===== config.mk =====
export PLATFORM = sky130hd
export DESIGN_NAME = i2cen_top
export DESIGN_NICKNAME = d
export VERILOG_FILES = /design/src/rtl/i2cen_pkg.sv /design/src/rtl/i2cen_line_filter.sv /design/src/rtl/i2cen_bus_fsm.sv /design/src/rtl/i2cen_enable_bank.sv /design/src/rtl/i2cen_top.sv
export SDC_FILE = /design/constraint.sdc
export NUM_CORES = 1
export LEC_CHECK = 0
export BUFFER_PORTS_ARGS = -buffer_cell sky130_fd_sc_hd__buf_2
export CAP_MARGIN = 15
export CORE_MARGIN = 1.5
export CORE_UTILIZATION = 45
export CTS_CLUSTER_DIAMETER = 100
export DETAILED_ROUTE_END_ITERATION = 12
export PLACE_DENSITY = 0.64
export SYNTH_ARGS = -nofsm -noshare
export SYNTH_HDL_FRONTEND = slang
export SYNTH_SLANG_ARGS = --single-unit
export TNS_END_PERCENT = 30

===== constraint.sdc =====
create_clock -name clk -period 2 [get_ports clk]
set_input_delay 0.3 -clock clk [delete_from_list [all_inputs] [get_ports clk]]
set_output_delay 0.3 -clock clk [all_outputs]
set_load 0.01 [all_outputs]

===== src/rtl/i2cen_pkg.sv =====
`timescale 1ns/1ps
package i2cen_pkg;
    typedef enum logic [2:0] {
        ST_IDLE,
        ST_ADDR,
        ST_ACK,
        ST_DATA,
        ST_IGNORE
    } bus_state_e;

    localparam int BYTE_W    = 8;
    localparam int HDR_BYTES = 2;   // command + count bytes, both discarded
endpackage


===== src/rtl/i2cen_line_filter.sv =====
`timescale 1ns/1ps
module i2cen_line_filter #(
    parameter int SYNC_STAGES = 2,
    parameter int FILT_LEN    = 3
) (
    input  logic clk,
    input  logic rst_n,
    input  logic line_i,
    output logic line_o
);
    logic [SYNC_STAGES-1:0] sync_q;
    logic [FILT_LEN-1:0]    hist_q;

    always_ff @(posedge clk or negedge rst_n) begin
        if (!rst_n) begin
            sync_q <= '1;
            hist_q <= '1;
            line_o <= 1'b1;
        end else begin
            sync_q <= {sync_q[SYNC_STAGES-2:0], line_i};
            hist_q <= {hist_q[FILT_LEN-2:0], sync_q[SYNC_STAGES-1]};
            if (&hist_q)
                line_o <= 1'b1;
            else if (~|hist_q)
                line_o <= 1'b0;
        end
    end
endmodule


===== src/rtl/i2cen_bus_fsm.sv =====
`timescale 1ns/1ps
module i2cen_bus_fsm
    import i2cen_pkg::*;
#(
    parameter logic [6:0] DEV_ADDR = 7'b1101001,
    parameter int         N_DATA   = 3,
    localparam int        SEL_W    = $clog2(N_DATA),
    localparam int        IDX_W    = $clog2(HDR_BYTES + N_DATA + 1)
) (
    input  logic              clk,
    input  logic              rst_n,
    input  logic              scl_f,
    input  logic              sda_f,
    output logic              sda_oe_o,
    output logic              wr_en_o,
    output logic [SEL_W-1:0]  wr_sel_o,
    output logic [BYTE_W-1:0] wr_data_o
);
    bus_state_e        state_q, state_d;
    logic              scl_q, sda_q;
    logic [3:0]        bitcnt_q;
    logic [BYTE_W-1:0] shreg_q;
    logic [IDX_W-1:0]  idx_q;

    logic scl_rise, scl_fall, start_c, stop_c, byte_done, addr_ok, idx_is_data;

    assign scl_rise    = scl_f & ~scl_q;
    assign scl_fall    = ~scl_f & scl_q;
    assign start_c     = scl_f & scl_q & sda_q & ~sda_f;
    assign stop_c      = scl_f & scl_q & ~sda_q & sda_f;
    assign byte_done   = (bitcnt_q == 4'd8);
    assign addr_ok     = (shreg_q == {DEV_ADDR, 1'b0});
    assign idx_is_data = (int'(idx_q) >= HDR_BYTES) && (int'(idx_q) < HDR_BYTES + N_DATA);

    // next-state logic
    always_comb begin
        state_d = state_q;
        if (start_c)
            state_d = ST_ADDR;
        else if (stop_c)
            state_d = ST_IDLE;
        else begin
            unique case (state_q)
                ST_IDLE:   state_d = ST_IDLE;
                ST_IGNORE: state_d = ST_IGNORE;
                ST_ADDR:   if (scl_fall && byte_done)
                               state_d = addr_ok ? ST_ACK : ST_IGNORE;
                ST_DATA:   if (scl_fall && byte_done)
                               state_d = ST_ACK;
                ST_ACK:    if (scl_fall)
                               state_d = ST_DATA;
                default:   state_d = ST_IDLE;
            endcase
        end
    end

    // state register
    always_ff @(posedge clk or negedge rst_n) begin
        if (!rst_n)
            state_q <= ST_IDLE;
        else
            state_q <= state_d;
    end

    // bit and byte datapath
    always_ff @(posedge clk or negedge rst_n) begin
        if (!rst_n) begin
            scl_q     <= 1'b1;
            sda_q     <= 1'b1;
            bitcnt_q  <= '0;
            shreg_q   <= '0;
            idx_q     <= '0;
            wr_en_o   <= 1'b0;
            wr_sel_o  <= '0;
            wr_data_o <= '0;
        end else begin
            scl_q   <= scl_f;
            sda_q   <= sda_f;
            wr_en_o <= 1'b0;
            if (start_c || stop_c) begin
                bitcnt_q <= '0;
                idx_q    <= '0;
            end else begin
                if ((state_q == ST_ADDR || state_q == ST_DATA) && scl_rise && !byte_done) begin
                    shreg_q  <= {shreg_q[BYTE_W-2:0], sda_f};
                    bitcnt_q <= bitcnt_q + 4'd1;
                end
                if (state_q == ST_ACK && scl_fall)
                    bitcnt_q <= '0;
                if (state_q == ST_DATA && scl_fall && byte_done) begin
                    if (idx_is_data) begin
                        wr_en_o   <= 1'b1;
                        wr_sel_o  <= SEL_W'(int'(idx_q) - HDR_BYTES);
                        wr_data_o <= shreg_q;
                    end
                    if (idx_q != '1)
                        idx_q <= idx_q + 1'b1;
                end
            end
        end
    end

    // outputs
    always_comb begin
        sda_oe_o = (state_q == ST_ACK);
    end
endmodule


===== src/rtl/i2cen_enable_bank.sv =====
`timescale 1ns/1ps
module i2cen_enable_bank
    import i2cen_pkg::*;
#(
    parameter int  N_DATA = 3,
    localparam int SEL_W  = $clog2(N_DATA),
    localparam int OUT_W  = BYTE_W * (N_DATA - 1) + 2
) (
    input  logic              clk,
    input  logic              rst_n,
    input  logic              wr_en_i,
    input  logic [SEL_W-1:0]  wr_sel_i,
    input  logic [BYTE_W-1:0] wr_data_i,
    input  logic              ref_clk_i,
    output logic [OUT_W-1:0]  en_vec_o,
    output logic [OUT_W-1:0]  clk_o
);
    for (genvar i = 0; i < N_DATA - 1; i++) begin : g_full
        logic [BYTE_W-1:0] byte_q;
        always_ff @(posedge clk or negedge rst_n) begin
            if (!rst_n)
                byte_q <= '1;
            else if (wr_en_i && wr_sel_i == SEL_W'(i))
                byte_q <= wr_data_i;
        end
        assign en_vec_o[i*BYTE_W +: BYTE_W] = byte_q;
    end

    // last register: only its top two bits gate outputs
    logic [1:0] tail_q;
    always_ff @(posedge clk or negedge rst_n) begin
        if (!rst_n)
            tail_q <= '1;
        else if (wr_en_i && wr_sel_i == SEL_W'(N_DATA - 1))
            tail_q <= wr_data_i[BYTE_W-1 -: 2];
    end
    assign en_vec_o[OUT_W-1 -: 2] = tail_q;

    assign clk_o = en_vec_o & {OUT_W{ref_clk_i}};
endmodule


===== src/rtl/i2cen_top.sv =====
`timescale 1ns/1ps
module i2cen_top
    import i2cen_pkg::*;
#(
    parameter logic [6:0] DEV_ADDR    = 7'b1101001,
    parameter int         N_DATA      = 3,
    parameter int         SYNC_STAGES = 2,
    parameter int         FILT_LEN    = 3,
    localparam int        SEL_W       = $clog2(N_DATA),
    localparam int        OUT_W       = BYTE_W * (N_DATA - 1) + 2
) (
    input  logic             clk,
    input  logic             rst_n,
    input  logic             scl_i,
    input  logic             sda_i,
    output logic             sda_oe_o,
    input  logic             ref_clk_i,
    input  logic             out_en_i,
    output logic [OUT_W-1:0] clk_o,
    output logic             pad_drive_o
);
    logic [1:0]        raw_lines, filt_lines;
    logic              scl_f, sda_f;
    logic              wr_en;
    logic [SEL_W-1:0]  wr_sel;
    logic [BYTE_W-1:0] wr_data;
    logic [OUT_W-1:0]  en_vec;

    assign raw_lines = {sda_i, scl_i};

    for (genvar g = 0; g < 2; g++) begin : g_line
        i2cen_line_filter #(
            .SYNC_STAGES(SYNC_STAGES),
            .FILT_LEN   (FILT_LEN)
        ) u_filt (
            .clk   (clk),
            .rst_n (rst_n),
            .line_i(raw_lines[g]),
            .line_o(filt_lines[g])
        );
    end

    assign scl_f = filt_lines[0];
    assign sda_f = filt_lines[1];

    i2cen_bus_fsm #(
        .DEV_ADDR(DEV_ADDR),
        .N_DATA  (N_DATA)
    ) u_fsm (
        .clk      (clk),
        .rst_n    (rst_n),
        .scl_f    (scl_f),
        .sda_f    (sda_f),
        .sda_oe_o (sda_oe_o),
        .wr_en_o  (wr_en),
        .wr_sel_o (wr_sel),
        .wr_data_o(wr_data)
    );

    i2cen_enable_bank #(
        .N_DATA(N_DATA)
    ) u_bank (
        .clk      (clk),
        .rst_n    (rst_n),
        .wr_en_i  (wr_en),
        .wr_sel_i (wr_sel),
        .wr_data_i(wr_data),
        .ref_clk_i(ref_clk_i),
        .en_vec_o (en_vec),
        .clk_o    (clk_o)
    );

    assign pad_drive_o = out_en_i;
endmodule


# Yosys cells after proc, flatten, opt, wreduce, memory -nomap -nowiden
# Index checks and enable logic that the tools add are counted.
[word_totals]
input_bits = 6
rom_bits = 0
reg_bits = 61
elab_cells = 95
memories = 0
ram_bits = 0
out_inout_bits = 20
latchBits = 0
[classes]
mul = 0
magnitude_cmp = 2
muxes = 20
div_mod_pow = 0
n_addsub = 3
eq_ne = 14
shifts = 0
n_reduce_logical = 25
n_bitwise = 13
[op_table]
columns = ["cell", "count"]
rows = [
  ["two-way mux 3 bit", 9],
  ["bitwise AND 18 bit", 1],
  ["two-way mux 4 bit", 3],
  ["!= test 4 x 1 -> 1 bit (second input constant)", 3],
  ["case mux 3 bit (4 select lines)", 1],
  ["AND reduction 3 bit", 4],
  ["logical AND 1 bit", 10],
  ["equality test 8 bit (second input constant)", 1],
  ["bitwise AND 1 bit", 7],
  ["two-way mux 1 bit", 7],
  ["equality test 3 x 2 -> 1 bit (second input constant)", 2],
  ["OR reduction 3 bit", 2],
  ["NOT 1 bit", 5],
  ["adder 4 x 1 -> 4 bit (second input constant)", 1],
  ["equality test 4 bit (second input constant)", 1],
  ["!= test 2 x 1 -> 1 bit (second input constant)", 2],
  ["AND reduction 2 bit", 2],
  ["nonzero test 2 bit", 2],
  ["adder 3 x 1 -> 3 bit (second input constant)", 1],
  ["equality test 3 x 1 -> 1 bit (second input constant)", 1],
  ["equality test 3 bit (second input constant)", 1],
  [">= comparator 3 x 2 -> 1 bit (second input constant)", 1],
  ["< comparator 3 bit (second input constant)", 1],
  ["!= test 3 bit (second input constant)", 1],
  ["7 further kinds", 8],
]

# Logic depth before layout (Yosys ltp)
[depth]
ltp_word = 7
mapped_depth = 9
depth_no_buf = 6

# By module
# A second synthesis with hierarchy kept.
[hier_totals]
cells_unflattened = 189
area_unflattened_um2 = 2623.8
[by_module_without_submodules]
columns = ["module", "seq_area_each_um2", "area_per_inst_um2", "n_inst", "cells_each"]
rows = [
  ["i2cen_bus_fsm", 778.2, 1433.9, 1, 110],
  ["i2cen_enable_bank", 473.0, 829.5, 1, 58],
  ["i2cen_line_filter", 157.7, 176.4, 2, 10],
  ["i2cen_top", 0.0, 7.5, 1, 1],
]

# Worst setup path after synthesis
# Ideal clock, no wire load.
[synth_timing]
path_kind = "register to register"
startpoint = "reg u_fsm.bitcnt_q[0]"
endpoint = "reg u_fsm.shreg_q[4]"
arrival_time_ps = 1655
t_required_ps = 1875
synth_period_minus_slack_ps = 1781
setup_time_ps = 125
setup_slack_ps = 219
n_path_buf = 3
path_stages_with_launch = 9
path_cell_list = "dfrtp_1 > inv_1 > ha_1 > and3b_1 > buf_6 > or2_1 > buf_6 > buf_6 > mux2_4"
[synth_via]
elab_chain_cells = 4
[synth_rtl]
columns = ["element", "line_no", "text"]
rows = [
  ["from (decl)", "i2cen_bus_fsm.sv:21", "logic [3:0] bitcnt_q;"],
  ["from (signal assigned)", "i2cen_bus_fsm.sv:86", "bitcnt_q <= bitcnt_q + 4'd1;"],
  ["equality test 4 bit", "i2cen_bus_fsm.sv:31", "assign byte_done = (bitcnt_q == 4'd8);"],
  ["logical NOT 1 bit", "i2cen_bus_fsm.sv:84", "if ((state_q == ST_ADDR || state_q == ST_DATA) && scl_rise && !byte_done) begin"],
  ["logical AND 1 bit", "i2cen_bus_fsm.sv:84", ""],
  ["AND reduction 2 bit (no line)", "n/a", ""],
  ["to (signal assigned)", "i2cen_bus_fsm.sv:85", "shreg_q <= {shreg_q[BYTE_W-2:0], sda_f};"],
  ["to (decl)", "i2cen_bus_fsm.sv:22", "logic [BYTE_W-1:0] shreg_q;"],
]
# Every way passes these cells.
# A chain may end at the register's enable or synchronous reset.

# Final worst setup path
[layout_timing]
startpoint = "reg u_fsm.bitcnt_q[0]"
endpoint = "reg u_fsm.bitcnt_q[2]"
[layout_via]
elab_chain_cells = 4
elab_cells_between_ends = 8
classes_between = "add/sub (1); eq/ne (1); mux (3); reduce/logical (3)"
[layout_rtl]
columns = ["element", "line_no"]
rows = [
  ["adder 4 x 1 -> 4 bit / equality test 4 bit (equally long branches)", "i2cen_bus_fsm.sv:86, i2cen_bus_fsm.sv:31"],
  ["two-way mux 4 bit / logical NOT 1 bit (equally long branches)", "i2cen_bus_fsm.sv:84"],
  ["two-way mux 4 bit / logical AND 1 bit (equally long branches)", "i2cen_bus_fsm.sv:88, i2cen_bus_fsm.sv:84"],
  ["two-way mux 4 bit / nonzero test 3 bit (equally long branches)", "n/a"],
]
# Several ways; a longest one is shown, not always the timed one. The select of a mux whose other input is x is not followed.

==> flow_summary.json <==
{
  "tns_ns": 0,
  "vdd_drop_max_mv": 0.629,
  "clock-skew-final_ns": 0.00528,
  "layout_min_cycle_time_ns": 1.81,
  "synth_fp_nets": 207,
  "clockBufferDepth": 2,
  "die_h_um": 79.3,
  "required_ns": 2.26,
  "h-tree-depth": 3,
  "core_area_um2": 5570,
  "dp_hpwl_mm": 2.80,
  "syn_area_um2": 2620,
  "drv_slew": 0,
  "port_buffers": 23,
  "grt_max_degree": 30,
  "drt-wirelength-per-cell_um": 12.9,
  "area_delta_synth_final_pct": 16.7,
  "drt-initial-drc-count": 68,
  "total_power_mw": 2.93,
  "multi_input_comb_area_um2": 972,
  "io_pins": 26,
  "final_cells": 309,
  "cp_max_fo": 10,
  "post-route-util": 0.548,
  "crit_arrival_ns": 2.07,
  "synth_edf_count": 0,
  "die_area_um2": 6290,
  "start_util": 0.470,
  "remaining_drc_errors": 0,
  "numCtsBuffers": 9,
  "hold_violations": 0,
  "vias": 1578,
  "power.density_nw_per_um2": 957,
  "crit_type": "flip-flop to flip-flop",
  "antenna_left": 0,
  "fill_cells": 483,
  "drive_gt1_frac": 0.494,
  "timing.hold.ws_ns": 0.0686,
  "synth_seq_cells": 61,
  "ys_types": 40,
  "grt_first_pass_wirelength_mm": 6.93,
  "cts_root_buffer": "clkbuf_8",
  "rows": 27,
  "leakage_nw": 1.44,
  "hp-class": "input pin to flip-flop",
  "final_cell_mix": "32 x mux2_2, 32 x dfstp_2, 29 x dfrtp_1",
  "fmax_mhz": 553,
  "firstDrtPassIters": 4,
  "first_global_vias": 1521,
  "die_x_um": 79.3,
  "regArea_um2": 1570,
  "startpoint_type": "flip-flop",
  "diodes": 0,
  "placed_cells": 292,
  "wirelength_mm": 3.98,
  "clock_sinks": 61,
  "worstMarginPinSlew_ns": 0.627,
  "async_flop_share": 1.00,
  "syn_inst": 197,
  "cp-end-kind": "flip-flop",
  "status": "finished, final reports clean",
  "rsz0062_at_grt": "no",
  "yosysWarnings": 0,
  "syn-mean-instance-area_um2": 13.3,
  "fin_nets": 242,
  "cts_tree": "yes",
  "insertion_delay_ns": 0.33,
  "grt.total_usage": 0.148,
  "yosysSeqAreaShare": 0.598,
  "setup_viol": 0,
  "overflow": 0,
  "globalplace.congestion": 0.818,
  "antenna_found_initial": 0,
  "clk_pin_slew_ns": 0.06,
  "maxCapViolCount": 0,
  "min_period_over_period": 0.904,
  "relSlewSlack": 0.582,
  "synth_flop_cell": "dfstp_2",
  "via_per_inst": 5.11
}
cells in the mapped netlist, types with 4 or more instances:
| master | n | area (um2) |
|---|---|---|
| dfrtp_1 | 29 | 726 |
| a21oi_1 | 4 | 20.0 |
| mux2_2 | 32 | 360 |
| inv_1 | 7 | 26.3 |
| dfstp_2 | 32 | 841 |
| o21ai_0 | 10 | 50.1 |
| nand2_1 | 13 | 48.8 |
| and2_1 | 18 | 113 |
| ha_1 | 4 | 50.1 |
cells by family after synthesis:
kind of cell	count (synthesis)	synth area share
buf+inv	14	0.0310
xor+xnor	2	0.00669
mux	36	0.159
simple gates	58	0.137
compound gates	22	0.0501
fa+ha+maj	4	0.0191
flops	61	0.598
worst paths after layout:
check | startpoint | to | slack, ns | depth (start not counted)
min in group asynchronous | rst_n | u_fsm.wr_data_o[1] | 0.53 | 2
max | u_fsm.bitcnt_q[0] | u_fsm.bitcnt_q[2] | 0.19 | 6
min | sda_i | g_line[1].u_filt.sync_q[0] | 0.07 | 1
max in group asynchronous | rst_n | u_fsm.sda_q | 0.86 | 3
min reg2reg | g_line[1].u_filt.sync_q[0] | g_line[1].u_filt.sync_q[1] | 0.36 | 0
max reg2reg | u_fsm.bitcnt_q[0] | u_fsm.bitcnt_q[2] | 0.19 | 6
layout make-up:
type | instances | share of cell area
Clock buffer | 13 | 0.0553
Clock inverter | 3 | 0.0139
Inverter | 7 | 0.00860
Multi-Input combinational cell | 122 | 0.318
Sequential cell | 61 | 0.512
Tap cell | 72 | 0.0295
Timing Repair Buffer | 31 | 0.0622
report_power, final:
part / leakage, nW / internal, mW / switching [mW]
combinational: 0.626 / 0.168 / 0.129
clock: 0.106 / 0.676 / 0.445
sequential: 0.712 / 1.38 / 0.130
total: 1.44 / 2.22 / 0.703
per-layer routing:
metal  vias to the layer above  global-route usage  share of wire  wire [um]
met5                         -                   0              0          0
met4                         0              0.0807          0.015         61
met3                         7              0.0483          0.045        177
met2                        29               0.239           0.48       1900
met1                       787               0.173           0.46       1840
li1                        755                   -              -          -
state kept, by name (all words and copies together) (netlist names):
register / count
u_fsm.wr_en_o: 1
u_fsm.sda_q: 1
u_fsm.idx_q: 3
u_fsm.shreg_q: 8
u_bank.tail_q: 2
u_fsm.wr_sel_o: 2
u_fsm.bitcnt_q: 4
g_line.u_filt.sync_q: 4
u_fsm.wr_data_o: 8
g_line.u_filt.line_o: 2
u_fsm.scl_q: 1
u_bank.g_full.byte_q: 16
g_line.u_filt.hist_q: 6
u_fsm.state_q: 3
repair_timing:
item | in CTS | in global routing
endpoints found under the hold margin | 1 | 0
endpoints found under the setup margin | 0 | 0
hold buffers | 1 | 0
resized for setup | 0 | 0
buffers inserted | 0 | 0
through the flow:
stage	area [um2]	setup slack (ns)
2_1_floorplan	2620	0.219
3_3_place_gp	2840	0.269
3_5_place_dp	2840	0.217
4_1_cts	3060	0.202
5_1_grt	3060	0.0765
6_report	3060	0.192
worst max-delay path, stage by stage (launching register included):
cell and delay (ns):
dfrtp_1 0.40, inv_1 0.06, ha_1 0.18, and3b_1 0.19, or2_1 0.40, or3b_1 0.43, nand3_1 0.09
Power figures use the tool's default switching activity.
